==> src/rtl/tod_alarm_pkg.sv <==
`timescale 1ns/1ps
package tod_alarm_pkg;

    localparam int BYTE_W = 8;
    localparam int MIN_W  = 7;
    localparam int HOUR_W = 7;
    localparam int DAY_W  = 3;

    typedef enum logic [1:0] {
        SEL_MIN  = 2'd0,
        SEL_HOUR = 2'd1,
        SEL_DAY  = 2'd2,
        SEL_NONE = 2'd3
    } alm_sel_e;

    typedef enum logic [2:0] {
        MODE_WEEKLY,
        MODE_DAILY,
        MODE_HOURLY,
        MODE_MINUTE,
        MODE_OFF
    } alm_mode_e;

    typedef struct packed {
        logic [MIN_W-1:0]  min;
        logic [HOUR_W-1:0] hour;
        logic [DAY_W-1:0]  day;
    } tod_t;

    typedef struct packed {
        logic m_min;
        logic m_hour;
        logic m_day;
        tod_t val;
    } alm_cfg_t;

    // Cascaded masks: each coarser field masked before any finer one
    function automatic alm_mode_e decode_mode(input logic m_min,
                                              input logic m_hour,
                                              input logic m_day);
        case ({m_day, m_hour, m_min})
            3'b000:  return MODE_WEEKLY;
            3'b100:  return MODE_DAILY;
            3'b110:  return MODE_HOURLY;
            3'b111:  return MODE_MINUTE;
            default: return MODE_OFF;
        endcase
    endfunction

endpackage

==> src/rtl/alarm_regs.sv <==
`timescale 1ns/1ps
module alarm_regs
    import tod_alarm_pkg::*;
(
    input  logic              clk,
    input  logic              rst,
    input  logic              wr_en,
    input  logic [1:0]        sel,
    input  logic [BYTE_W-1:0] wdata,
    output logic [BYTE_W-1:0] rdata,
    output alm_cfg_t          cfg
);

    alm_cfg_t cfg_q;

    always_ff @(posedge clk) begin
        if (rst) begin
            cfg_q <= '0;
        end else if (wr_en) begin
            case (sel)
                SEL_MIN: begin
                    cfg_q.m_min   <= wdata[BYTE_W-1];
                    cfg_q.val.min <= wdata[MIN_W-1:0];
                end
                SEL_HOUR: begin
                    cfg_q.m_hour   <= wdata[BYTE_W-1];
                    cfg_q.val.hour <= wdata[HOUR_W-1:0];
                end
                SEL_DAY: begin
                    cfg_q.m_day   <= wdata[BYTE_W-1];
                    cfg_q.val.day <= wdata[DAY_W-1:0];
                end
                default: ;
            endcase
        end
    end

    always_comb begin
        rdata = '0;
        case (sel)
            SEL_MIN:  rdata = {cfg_q.m_min, cfg_q.val.min};
            SEL_HOUR: rdata = {cfg_q.m_hour, cfg_q.val.hour};
            SEL_DAY:  rdata = {cfg_q.m_day, {(BYTE_W-1-DAY_W){1'b0}}, cfg_q.val.day};
            default:  rdata = '0;
        endcase
    end

    assign cfg = cfg_q;

endmodule

==> src/rtl/alarm_match.sv <==
`timescale 1ns/1ps
module alarm_match
    import tod_alarm_pkg::*;
(
    input  alm_cfg_t cfg,
    input  tod_t     now,
    input  logic     roll_stb,
    input  logic     sec_wrap,
    output logic     fire
);

    alm_mode_e mode;
    logic      eq_min, eq_hour, eq_day, hit;

    assign mode    = decode_mode(cfg.m_min, cfg.m_hour, cfg.m_day);
    assign eq_min  = (cfg.val.min  == now.min);
    assign eq_hour = (cfg.val.hour == now.hour);
    assign eq_day  = (cfg.val.day  == now.day);

    always_comb begin
        case (mode)
            MODE_WEEKLY: hit = eq_min & eq_hour & eq_day;
            MODE_DAILY:  hit = eq_min & eq_hour;
            MODE_HOURLY: hit = eq_min;
            MODE_MINUTE: hit = 1'b1;
            default:     hit = 1'b0;
        endcase
    end

    assign fire = roll_stb & sec_wrap & hit;

endmodule

==> src/rtl/alarm_flag_ctl.sv <==
`timescale 1ns/1ps
module alarm_flag_ctl #(
    parameter int PULSE_TICKS = 1
) (
    input  logic clk,
    input  logic rst,
    input  logic fire,
    input  logic acc,
    input  logic tick,
    input  logic pulse_mode,
    output logic flag
);

    localparam int CNT_W = $clog2(PULSE_TICKS + 2);
    localparam logic [CNT_W-1:0] LOAD = CNT_W'(PULSE_TICKS + 1);

    logic             flag_q;
    logic [CNT_W-1:0] cnt_q;

    always_ff @(posedge clk) begin
        if (rst) begin
            flag_q <= 1'b0;
            cnt_q  <= '0;
        end else if (acc) begin
            flag_q <= 1'b0;
            cnt_q  <= '0;
        end else if (fire) begin
            flag_q <= 1'b1;
            cnt_q  <= LOAD;
        end else if (tick && cnt_q != '0) begin
            cnt_q <= cnt_q - 1'b1;
            if (cnt_q == CNT_W'(1) && pulse_mode)
                flag_q <= 1'b0;
        end
    end

    assign flag = flag_q;

endmodule

==> src/rtl/tod_alarm_unit.sv <==
`timescale 1ns/1ps
module tod_alarm_unit
    import tod_alarm_pkg::*;
#(
    parameter int PULSE_TICKS = 1
) (
    input  logic        clk,
    input  logic        rst,
    input  logic        tick_100hz,
    input  logic        roll_stb,
    input  logic        sec_wrap,
    input  logic [6:0]  cur_min,
    input  logic [6:0]  cur_hour,
    input  logic [2:0]  cur_day,
    input  logic [1:0]  reg_sel,
    input  logic        reg_wr,
    input  logic        reg_rd,
    input  logic [7:0]  reg_wdata,
    output logic [7:0]  reg_rdata,
    input  logic        cmd_tod_mask,
    input  logic        cmd_pulse,
    input  logic        cmd_route_a,
    input  logic        wdog_irq,
    output logic        int_a,
    output logic        int_b,
    output logic        tod_flag
);

    alm_cfg_t cfg;
    tod_t     now;
    logic     fire, acc, flag, tod_int;

    assign now = '{min: cur_min, hour: cur_hour, day: cur_day};
    assign acc = (reg_wr | reg_rd) & (reg_sel != SEL_NONE);

    alarm_regs u_regs (
        .clk   (clk),
        .rst   (rst),
        .wr_en (reg_wr),
        .sel   (reg_sel),
        .wdata (reg_wdata),
        .rdata (reg_rdata),
        .cfg   (cfg)
    );

    alarm_match u_match (
        .cfg      (cfg),
        .now      (now),
        .roll_stb (roll_stb),
        .sec_wrap (sec_wrap),
        .fire     (fire)
    );

    alarm_flag_ctl #(.PULSE_TICKS(PULSE_TICKS)) u_flag (
        .clk        (clk),
        .rst        (rst),
        .fire       (fire),
        .acc        (acc),
        .tick       (tick_100hz),
        .pulse_mode (cmd_pulse),
        .flag       (flag)
    );

    assign tod_int  = flag & ~cmd_tod_mask;
    assign int_a    = cmd_route_a ? tod_int  : wdog_irq;
    assign int_b    = cmd_route_a ? wdog_irq : tod_int;
    assign tod_flag = flag;

endmodule

==> config.mk <==
export PLATFORM = sky130hd
export DESIGN_NAME = tod_alarm_unit
export DESIGN_NICKNAME = d
export VERILOG_FILES = /design/src/rtl/tod_alarm_pkg.sv /design/src/rtl/alarm_regs.sv /design/src/rtl/alarm_match.sv /design/src/rtl/alarm_flag_ctl.sv /design/src/rtl/tod_alarm_unit.sv
export SDC_FILE = /design/constraint.sdc
export NUM_CORES = 1
export LEC_CHECK = 0
export ABC_CLOCK_PERIOD_IN_PS = 1720
export BUFFER_PORTS_ARGS = -buffer_cell sky130_fd_sc_hd__buf_2
export CAP_MARGIN = 15
export CELL_PAD_IN_SITES_DETAIL_PLACEMENT = 1
export CELL_PAD_IN_SITES_GLOBAL_PLACEMENT = 2
export CORE_MARGIN = 3
export CORE_UTILIZATION = 24
export CTS_CLUSTER_DIAMETER = 100
export CTS_CLUSTER_SIZE = 14
export DETAILED_ROUTE_END_ITERATION = 7
export GPL_ROUTABILITY_DRIVEN = 0
export PLACE_DENSITY_LB_ADDON = 0.1
export SYNTH_ARGS = -nofsm -noshare
export SYNTH_HDL_FRONTEND = slang
export SYNTH_SLANG_ARGS = --single-unit
==> constraint.sdc <==
create_clock -name clk -period 1.72 [get_ports clk]
set_clock_uncertainty 0.2 [all_clocks]
set_input_delay 0.086 -clock clk [delete_from_list [all_inputs] [get_ports clk]]
set_output_delay 0.086 -clock clk [all_outputs]
set_load 0.02 [all_outputs]
==> results of run 1 <==
-- synthesized netlist by cell type --
| cell type | n |
|---|---|
| a21oi_1 | 11 |
| a41oi_1 | 1 |
| buf_2 | 1 |
| clkbuf_1 | 6 |
| dfxtp_1 | 23 |
| ha_1 | 2 |
| inv_1 | 3 |
| mux2i_1 | 21 |
| nand2_1 | 17 |
| nand2b_1 | 2 |
| nand3_1 | 9 |
| nand3b_1 | 1 |
| nor2_1 | 16 |
| nor2b_1 | 2 |
| nor3b_1 | 2 |
| nor4_1 | 4 |
| o211ai_1 | 1 |
| o21ai_0 | 7 |
| or3_4 | 1 |
| xnor2_1 | 4 |
| xor2_1 | 14 |
-- metrics by stage --
| stage | instances | worst slack [ns] | setup TNS, ns | util, % |
|---|---|---|---|---|
| 2_1_floorplan | 148 | 0.04901 | 0 | - |
| 3_3_place_gp | 265 | -0.04458 | -0.04458 | 33.10 |
| 3_5_place_dp | 265 | -0.07172 | -0.09666 | 33.10 |
| 4_1_cts | 279 | -0.06308 | -0.1052 | 36.13 |
| 5_1_grt | 279 | -0.08258 | -0.1778 | 37.23 |
| 6_report | 279 | -0.01382 | -0.01382 | 37.23 |
-- worst max-delay path, stage by stage, from the launching register on --
cell and delay (ns):
dfxtp_1 0.34, xor2_1 0.17, nor4_1 0.28, a21oi_1 0.11
or3_4 0.38, nor3b_1 0.14
-- registers in the layout (all words and copies together) (netlist names) --
name / cells
u_flag.cnt_q: 2
u_flag.flag: 1
u_regs.cfg: 20
-- cell type report --
class                      instances  area share [%]
multi-input combinational        115           43.87
sequential                        23           25.90
timing repair buffer              67           22.45
tap                               67           4.614
clock buffer                       3           2.273
inverter                           3          0.6198
clock inverter                     1          0.2755
-- worst paths after layout --
kind | start | endpoint | slack, ns | depth (start not counted)
worst min-delay path | reg_wr | u_regs.cfg[4]$_SDFFE_PP0P_ | 0.01 | 3
worst max-delay path | u_regs.cfg[9]$_SDFFE_PP0P_ | u_flag.cnt_q[0]$_SDFFE_PP0P_ | -0.01 | 5
worst min register to register | u_flag.flag$_SDFFE_PP0P_ | u_flag.flag$_SDFFE_PP0P_ | 0.30 | 2
worst max register to register | u_regs.cfg[9]$_SDFFE_PP0P_ | u_flag.cnt_q[0]$_SDFFE_PP0P_ | -0.01 | 5
-- layout by cell type, fill, tap and decap left out --
cell type and count:
a41oi_1 1, nand2b_1 2, ha_1 2, buf_2 48, o21ai_0 7, nand2_1 17, a21oi_1 10, nor2b_1 2
o211ai_1 1, xnor2_1 4, mux2i_1 21, nor2_1 16, buf_4 9, nor3b_1 2, xor2_1 11, inv_1 3
a21oi_2 1, or3_4 1, dfxtp_4 2, dfxtp_1 19, clkinv_2 1, clkbuf_8 3, nand3_1 9, dlygate4sd3_1 10
nor4_1 1, nand3b_1 1, nor4_2 3, xor2_2 3, dfxtp_2 2
-- what timing repair did --
action                                 4_1_cts  5_1_grt
gates resized for setup                      1       12
hold buffers                                10        0
endpoints found under the hold margin       23        0
setup endpoints to repair                    3        3
pin swaps                                    3        7
-- per-layer routing --
metal	routed length, microns	track usage, %	part of all wire (%)	vias to the layer above
met5	0	0	0	-
met4	15	3.147	0.37	0
met3	156	2.408	3.8	2
met2	2042	24.74	50	25
met1	1894	17.35	46	594
li1	-	-	-	626
-- power by group through the flow --
| stage | Combinational, uW | Clock, uW | Sequential [uW] |
|---|---|---|---|
| after floorplan | 101 | 0 | 571 |
| after global placement | 198 | 0 | 573 |
| after detailed placement | 201 | 0 | 574 |
| after CTS | 220 | 367 | 561 |
| after global routing | 247 | 397 | 563 |
| final | 223 | 348 | 560 |
-- cell families after synthesis --
| kind of cell | Yosys count | share of synthesized area [%] |
|---|---|---|
| and+or+nand+nor | 54 | 20.20 |
| DFF | 23 | 36.80 |
| muxes | 21 | 16.80 |
| AOI/OAI and AO/OA | 20 | 8.500 |
| xor gates and xnor gates | 18 | 12.60 |
| buffers and inverters | 10 | 3.099 |
| adders and majority gates | 2 | 2.000 |
==> reports/metrics.cfg, run 1 <==
[route]
drt_wl_total_microns = 4109
routed_via_density = 4.470
ant_nets = 0
dr.pass1.iters = 4
drt-initial-drc-count = 11
wl_per_cell_microns = 14.73
via_count = 1247
drc = 0

[global_routing]
grt_usage_pct = 13.88
gr-total-overflow = 0
grt_first_pass_wirelength_microns = 6665
grt_pass1_vias = 1361
antenna_found_initial = 0
grt_start_max_net_pins = 22

[floorplanning]
io_pins = 49
dieHeight_microns = 78.21
start_util_pct = 25.64
coreArea_sq_mm = 0.004880
die_w_microns = 78.21
die-area_sq_mm = 0.006116
rows = 25

[sta]
min_period_over_period_pct = 100.8
fmax_mhz = 576.8
finalHoldViolations = 0
timing.final.ws_setup_ns = -0.01382
rsz0062_at_grt = yes
drv_slew = 0
tightest_slew_ns = 0.4307
fin_crit_ns = 1.734
slew_headroom_pct = 71.29
setup_violations = 1
fin_hold_ws_ns = 0.01176

[run_status]
violations = negative setup slack
status = finished, violations left

[pwr]
p_sw_uw = 316.1
p_leak_uw = 0.0008109
p_total_uw = 1132
p_int_uw = 815.8
irDropWorstVdd_mv = 0.2308
switching_share_pct = 27.92
seq_power_share_pct = 49.5
p_clk_share_pct = 30.8
power_density_mw_per_mm2 = 623.0
comb_power_share_pct = 19.7

[critical_path]
critPathLaunchType = flop
path_max_fanout = 3
crit_type = reg -> reg
cp-end-kind = flop
worstPathRequired_ns = 1.68
arrival_ns = 1.70

[clock_tree]
cts_buffers = 3
cts.path.max_buffers = 2
cts_max_level = 1
cts_setup_buffers = 0
path_clk_slew_ns = 0.09
insertion_delay_ns = 0.26
cts_tree = yes
cts.sinks = 23
ctsRootBufferMaster = clkbuf_8

[layout]
antenna-diode-count = 0
syn2layout_area_growth_pct = 45.20
finalInstanceArea_sq_mm = 0.001817
fillCellCount = 608
drive_gt1_share_pct = 34.43
final_nets = 253
multiInputGateArea_sq_um = 797.0
regArea_sq_um = 470.5

[synth]
synth_warnings = 0
synth_top_cell_by_area = dfxtp_1
yosys.cell_types.count = 21
syn_area_per_cell_sq_um = 8.454
synth.area.top_cells = dfxtp_1 (37%), mux2i_1 (17%), xor2_1 (9.8%)
syn_inst = 148
synth_area_sq_mm = 0.001251
syn-num-nets = 188
synth_top_area_share_pct = 36.80
ys_seq_elements = 23
synth_seq_area_share_pct = 36.80

[flow_run]
maxCapViolations = 0

[placed_design]
hpwl_microns = 3182
dpl_cell_area_sq_mm = 0.001615
placement.io_buffers = 48

[min_path]
worstHoldPathType = in -> reg

Power figures use the tool's default switching activity.
==> run 2, diff against run 1 <==
--- a/config.mk
+++ b/config.mk
@@ -11,7 +11,8 @@
 export CELL_PAD_IN_SITES_DETAIL_PLACEMENT = 1
 export CELL_PAD_IN_SITES_GLOBAL_PLACEMENT = 2
 export CORE_MARGIN = 3
-export CORE_UTILIZATION = 24
+export CORE_UTILIZATION = 25
+export CTS_BUF_LIST = sky130_fd_sc_hd__clkbuf_8
 export CTS_CLUSTER_DIAMETER = 100
 export CTS_CLUSTER_SIZE = 14
 export DETAILED_ROUTE_END_ITERATION = 7
==> reports/metrics.cfg, run 2 (synthesized netlist as in run 1, its figures left out) <==
[layout]
multiInputGateArea_sq_um = 802.0  ; +0.63%
final_common_cell = buf_2
regArea_sq_um = 464.2  ; -1.3%
largest_reg_flops = 20  ; unchanged
mostFrequentLayoutCells = buf_2 (48), mux2i_1 (21), dfxtp_1 (20), nand2_1 (17), nor2_1 (16)
antenna-diode-count = 0  ; unchanged
drive_gt1_share_pct = 34.40  ; about the same
final_nets = 259  ; +2.4%
fillCellCount = 584  ; -3.9%
syn2layout_area_growth_pct = 49.30

[flow_run]
maxCapViolations = 0  ; unchanged

[global_routing]
grt_pass1_vias = 1327  ; -2.5%
grt_start_max_net_pins = 22  ; unchanged
antenna_found_initial = 0  ; unchanged
grt_first_pass_wirelength_microns = 6334  ; -5.0%
grt_usage_pct = 13.30  ; -0.58 points
gr-total-overflow = 0  ; unchanged

[critical_path]
r2r-end = u_flag.cnt_q[0]$_SDFFE_PP0P_
timing.reg2reg.setup_slack_ns = -0.08  ; -0.07 ns
worstPathRequired_ns = 1.68  ; about the same
r2r-start = u_regs.cfg[15]$_SDFFE_PP0P_
reg2regPathDepth = 5  ; unchanged
critPathLaunchType = flop
path_max_fanout = 3  ; unchanged
arrival_ns = 1.77  ; +0.07 ns
cp-end-kind = flop
crit_type = reg -> reg

[route]
met1_length_microns = 1797  ; -5.1%
dr.pass1.iters = 3  ; -1
drc = 0  ; unchanged
wl_met3_microns = 212  ; +36%
routed_via_density = 4.428  ; -0.93%
via_count = 1262  ; +1.2%
wl_met2_microns = 1948  ; -4.6%
wl_per_cell_microns = 13.95  ; -5.3%
drt-initial-drc-count = 20  ; +9
top_layer = met4
drt_wl_total_microns = 3976  ; -3.2%
ant_nets = 0  ; unchanged

[clock_tree]
cts_buffers = 3  ; unchanged
ctsRootBufferMaster = clkbuf_8
insertion_delay_ns = 0.26  ; about the same
path_clk_slew_ns = 0.09  ; about the same
cts_tree = yes
cts.path.max_buffers = 2  ; unchanged
cts.sinks = 23  ; unchanged
cts_max_level = 1  ; unchanged

[floorplanning]
io_pins = 49  ; unchanged
rows = 25  ; unchanged
start_util_pct = 26.14  ; +0.50 points
die_w_microns = 76.75  ; -1.9%
coreArea_sq_mm = 0.004786  ; -1.9%
dieHeight_microns = 76.75  ; -1.9%
die-area_sq_mm = 0.005890  ; -3.7%

[sta]
setup_violations = 3  ; +2
tightest_slew_ns = 0.4231  ; -0.007590 ns
finalSetupTns_ns = -0.1037  ; -0.08987 ns
drv_slew = 0  ; unchanged
rsz0062_at_grt = yes
slew_headroom_pct = 71.79  ; +0.51 points
min_period_over_period_pct = 104.8  ; +3.9 points
fin_crit_ns = 1.802  ; +0.06792 ns
timing.final.ws_setup_ns = -0.08174  ; -0.06792 ns
finalHoldViolations = 0  ; unchanged
fmax_mhz = 555.0  ; -3.8%

[min_path]
whs_path_depth = 2  ; -1
worstHoldPathType = in -> reg
hold_start = rst
hold_end = u_regs.cfg[17]$_SDFFE_PP0P_

[pwr]
irDropWorstVdd_mv = 0.2986  ; +29%
p_total_uw = 1143  ; +1.0%
power_density_mw_per_mm2 = 611.9  ; -1.8%
p_leak_uw = 0.0008350  ; +3.0%

[run_status]
status = finished, violations left
violations = negative setup slack

[placed_design]
hpwl_microns = 3107  ; -2.4%
placement.io_buffers = 48  ; unchanged

-- run 2: repair_timing --
item | in CTS | in global routing
setup endpoints to repair | 3 | 3
hold buffers | 12 | 0
gates resized for setup | 4 | 6
pin swaps | 4 | 5
buffers inserted | 0 | 1
hold endpoints to repair | 21 | 0
-- run 2: cell type report --
cell class                 count  area share, %
clock buffer                   3          2.210
clock inverter                 1         0.4019
inverter                       3         0.6028
multi-input combinational    115          42.93
sequential                    23          24.85
tap                           67          4.488
timing repair buffer          73          24.51
-- run 2: power breakdown --
| group | total, uW | internal [uW] | switching, uW |
|---|---|---|---|
| Sequential | 563 | 548 | 14.2 |
| Clock | 350 | 164 | 186 |
| Combinational | 231 | 115 | 116 |
| Total | 1140 | 827 | 316 |
-- run 2: critical path: stages, from the launching register on --
cell	delay, ns
dfxtp_2	0.34
xor2_2	0.16
nor4_4	0.32
a41oi_2	0.14
or3_4	0.40
nor3b_2	0.16
-- run 2: worst max path at each step --
stage | start | to | slack, ns | cells after the start
floorplan | u_regs.cfg[15]$_SDFFE_PP0P_ | u_flag.cnt_q[0]$_SDFFE_PP0P_ | 0.05 | 5
global placement | u_regs.cfg[15]$_SDFFE_PP0P_ | u_flag.cnt_q[0]$_SDFFE_PP0P_ | -0.11 | 5
detailed placement | u_regs.cfg[14]$_SDFFE_PP0P_ | u_flag.cnt_q[0]$_SDFFE_PP0P_ | -0.14 | 5
CTS | u_regs.cfg[10]$_SDFFE_PP0P_ | u_flag.cnt_q[0]$_SDFFE_PP0P_ | -0.06 | 5
global route | u_regs.cfg[15]$_SDFFE_PP0P_ | u_flag.cnt_q[0]$_SDFFE_PP0P_ | -0.15 | 5
finish | u_regs.cfg[15]$_SDFFE_PP0P_ | u_flag.cnt_q[0]$_SDFFE_PP0P_ | -0.08 | 5
-- run 2: routing by layer --
| layer | GRT usage, % | vias up |
|---|---|---|
| li1 | - | 636 |
| met1 | 16.51 | 596 |
| met2 | 23.43 | 28 |
| met3 | 3.286 | 2 |
| met4 | 2.174 | 0 |
| met5 | 0 | - |
-- run 2: per-stage QoR --
stage | hold WS (ns) | worst slack, ns | utilization (%) | instance area, sq um | cells
finish | 0.02731 | -0.08174 | 39.03 | 1868 | 285
CTS | 0.04242 | -0.05804 | 38.17 | 1827 | 284
global route | 0.05133 | -0.1501 | 39.03 | 1868 | 285
floorplan | 0.02994 | 0.04901 | - | 1251 | 148
global placement | 0.1366 | -0.1072 | 34.22 | 1638 | 268
detailed placement | 0.1448 | -0.1427 | 34.22 | 1638 | 268
==> run 3, diff against run 2 <==
--- a/config.mk
+++ b/config.mk
@@ -11,7 +11,7 @@
 export CELL_PAD_IN_SITES_DETAIL_PLACEMENT = 1
 export CELL_PAD_IN_SITES_GLOBAL_PLACEMENT = 2
 export CORE_MARGIN = 3
-export CORE_UTILIZATION = 25
+export CORE_UTILIZATION = 27
 export CTS_BUF_LIST = sky130_fd_sc_hd__clkbuf_8
 export CTS_CLUSTER_DIAMETER = 100
 export CTS_CLUSTER_SIZE = 14
@@ -20,4 +20,5 @@
 export PLACE_DENSITY_LB_ADDON = 0.1
 export SYNTH_ARGS = -nofsm -noshare
 export SYNTH_HDL_FRONTEND = slang
+export SYNTH_HIERARCHICAL = 1
 export SYNTH_SLANG_ARGS = --single-unit
==> reports/metrics.cfg, run 3 <==
[clock_tree]
cts_tree = yes
ctsRootBufferMaster = clkbuf_8
insertion_delay_ns = 0.27  ; about the same
cts.sinks = 23  ; unchanged
path_clk_slew_ns = 0.09  ; about the same
cts_buffers = 3  ; unchanged
cts.path.max_buffers = 2  ; unchanged
cts_max_level = 1  ; unchanged

[critical_path]
timing.reg2reg.setup_slack_ns = -0.32  ; -0.24 ns
r2r-start = u_regs/cfg[11]$_SDFFE_PP0P_
path_cells = xor2_2 -> nor4_2 -> a41oi_2 -> nor3_2 -> and2b_1 -> a2111oi_2
critPathLaunchType = flop
r2r-end = u_flag/cnt_q[1]$_SDFFE_PP0P_
worstPathRequired_ns = 1.69  ; about the same
path_buf_inv = 0  ; unchanged
cpMaxStageDelayCell = dfxtp_2
cp-end-kind = flop
path_max_fanout = 2  ; -1
cp_top_family = simple AND/OR/NAND/NOR gates
slowest_delay_ns = 0.34  ; -0.06 ns
arrival_ns = 2.01  ; +0.24 ns
crit_type = reg -> reg
reg2regPathDepth = 6  ; +1

[route]
drc = 0  ; unchanged
via_count = 1312  ; +4.0%
wl_per_cell_microns = 14.91  ; +6.9%
routed_via_density = 4.620  ; +4.3%
drt-initial-drc-count = 45  ; +130%
drt_wl_total_microns = 4234  ; +6.5%
ant_nets = 0  ; unchanged
dr.pass1.iters = 4  ; +1

[synth]
synth_top_cell_by_area = dfxtp_1
synth.area.top_cells = dfxtp_1 (33%), mux2i_1 (21%), nand2b_1 (12%)
synth_warnings = 6  ; +6
syn_area_per_cell_sq_um = 9.759  ; +15%
synth-main-ff-cell = dfxtp_1
synth-edff-count = 0  ; unchanged
yosys.cell_types.count = 31  ; +48%
synth.most_common_cell = mux2i_1
ys_seq_elements = 23  ; unchanged
synth_seq_area_share_pct = 32.54  ; -4.3 points
async_reset_ff_share_pct = 0  ; unchanged
synth_top_area_share_pct = 32.54  ; -4.3 points
synthTopCellsByCount = mux2i_1 (29), nand2b_1 (28), dfxtp_1 (23)
syn_inst = 145  ; -2.0%
synth_area_sq_mm = 0.001415  ; +13%
syn-num-nets = 185  ; -1.6%

[global_routing]
grt_usage_pct = 14.18  ; +0.88 points
grt_start_max_net_pins = 32  ; +45%
grt_first_pass_wirelength_microns = 6831  ; +7.8%
use_met3_pct = 2.867  ; -0.42 points
grtUsageMet2_pct = 24.91  ; +1.5 points
met1_usage_pct = 17.39  ; +0.88 points
gr-total-overflow = 0  ; unchanged
top_usage_layer = met2
grt_pass1_vias = 1446  ; +9.0%
antenna_found_initial = 0  ; unchanged

[floorplanning]
coreArea_sq_mm = 0.004880  ; +2.0%
die-area_sq_mm = 0.006146  ; +4.3%
dieHeight_microns = 78.40  ; +2.1%
die_w_microns = 78.40  ; +2.1%
start_util_pct = 29.00  ; +2.9 points
io_pins = 49  ; unchanged
rows = 25  ; unchanged

[min_path]
worstHoldPathType = in -> reg
hold_start = tick_100hz
hold_end = u_flag/cnt_q[1]$_SDFFE_PP0P_
whs_path_depth = 3  ; +1

[sta]
slew_headroom_pct = 68.97  ; -2.8 points
fin_hold_ws_ns = 0.01987  ; -0.007448 ns
setup_violations = 3  ; unchanged
drv_slew = 0  ; unchanged
min_period_over_period_pct = 118.5  ; +14 points
timing.final.ws_setup_ns = -0.3184  ; -0.2367 ns
finalSetupTns_ns = -0.5428  ; -0.4392 ns
fin_crit_ns = 2.038  ; +0.2367 ns
tightest_slew_ns = 0.4655  ; +0.04233 ns
finalHoldViolations = 0  ; unchanged
fmax_mhz = 490.6  ; -12%
rsz0062_at_grt = yes

[layout]
antenna-diode-count = 0  ; unchanged
final_nets = 258  ; -0.39%
final_common_cell = buf_2
finalInstanceArea_sq_mm = 0.002018  ; +8.0%
mostFrequentLayoutCells = buf_2 (48), mux2i_1 (29), nand2b_1 (28), dfxtp_1 (20), buf_4 (18)
largest_reg_flops = 20  ; unchanged
drive_gt1_share_pct = 39.17  ; +4.8 points
syn2layout_area_growth_pct = 42.62

[placed_design]
hpwl_microns = 3268  ; +5.2%
placement.io_buffers = 48  ; unchanged
pre_cts_ws_ns = -0.3022  ; -0.1595 ns
dpl_cell_area_sq_mm = 0.001842  ; +12%

[pwr]
power_density_mw_per_mm2 = 572.0  ; -6.5%
irDropWorstVdd_mv = 0.2896  ; -3.0%
p_leak_uw = 0.0009507  ; +14%
p_total_uw = 1154  ; +0.99%

[run_status]
violations = negative setup slack
status = finished, violations left

[flow_run]
maxCapViolations = 0  ; unchanged

[run 3: through the flow]
stage | std cells | util [%]
after floorplan | 145 | -
after global placement | 271 | 37.74
after detailed placement | 271 | 37.74
after CTS | 283 | 40.46
after global routing | 284 | 41.36
final | 284 | 41.36
[run 3: how the worst max path moves through the flow]
| stage | start | endpoint | slack, ns | cells past startpoint |
|---|---|---|---|---|
| 3_3_place_gp | u_regs/cfg[10]$_SDFFE_PP0P_ | u_flag/cnt_q[1]$_SDFFE_PP0P_ | -0.21 | 6 |
| 4_1_cts | u_regs/cfg[15]$_SDFFE_PP0P_ | u_flag/cnt_q[1]$_SDFFE_PP0P_ | -0.30 | 6 |
| 6_report | u_regs/cfg[11]$_SDFFE_PP0P_ | u_flag/cnt_q[1]$_SDFFE_PP0P_ | -0.32 | 6 |
| 3_5_place_dp | u_regs/cfg[3]$_SDFFE_PP0P_ | u_flag/cnt_q[1]$_SDFFE_PP0P_ | -0.30 | 6 |
| 5_1_grt | u_regs/cfg[11]$_SDFFE_PP0P_ | u_flag/cnt_q[1]$_SDFFE_PP0P_ | -0.44 | 6 |
| 2_1_floorplan | u_regs/cfg[10]$_SDFFE_PP0P_ | u_flag/cnt_q[1]$_SDFFE_PP0P_ | -0.14 | 6 |
[run 3: where the power goes]
part	switching [uW]	internal [uW]
Combinational	119	125
Sequential	12.1	549
Clock	190	160
Total	321	834
[run 3: cell type report]
cell class / instances / area, sq um
clock buffer: 3 / 41.29
clock inverter: 1 / 3.754
fill: 579 / 2861
inverter: 3 / 11.26
multi-input combinational: 112 / 947.2
sequential: 23 / 464.2
tap: 67 / 83.83
timing repair buffer: 75 / 466.7
[run 3: routing by layer]
metal  vias up  part of all wire (%)
met5         -                     0
met3         4                   5.1
met2        35                    50
li1        642                     -
met1       631                    44
met4         0                  0.80
[run 3: what timing repair did]
action | in CTS | in global routing
hold buffers | 8 | 0
gates resized for setup | 2 | 7
setup buffers | 2 | 1
hold endpoints to repair | 20 | 0
gates cloned | 0 | 0
endpoints found under the setup margin | 3 | 3
pin swaps | 4 | 5
[run 3: kinds of logic (layout without fill, tap and decap cells)]
logic type      after synthesis  count (layout)  share of synthesized area, %
fa+ha+maj                     2               2                         1.768
simple gates                 52              52                         24.76
xor+xnor                     18              18                         11.14
mux                          29              29                         20.51
compound gates               11              11                         6.100
buf+inv                      10              82                         3.183
flops                        23              23                         32.54
[run 3: worst min-delay path, delay by kind of cell]
kind | cells | cell delay (ns)
compound gates | 1 | 0.08
buf+inv | 1 | 0.09
simple gates | 1 | 0.18
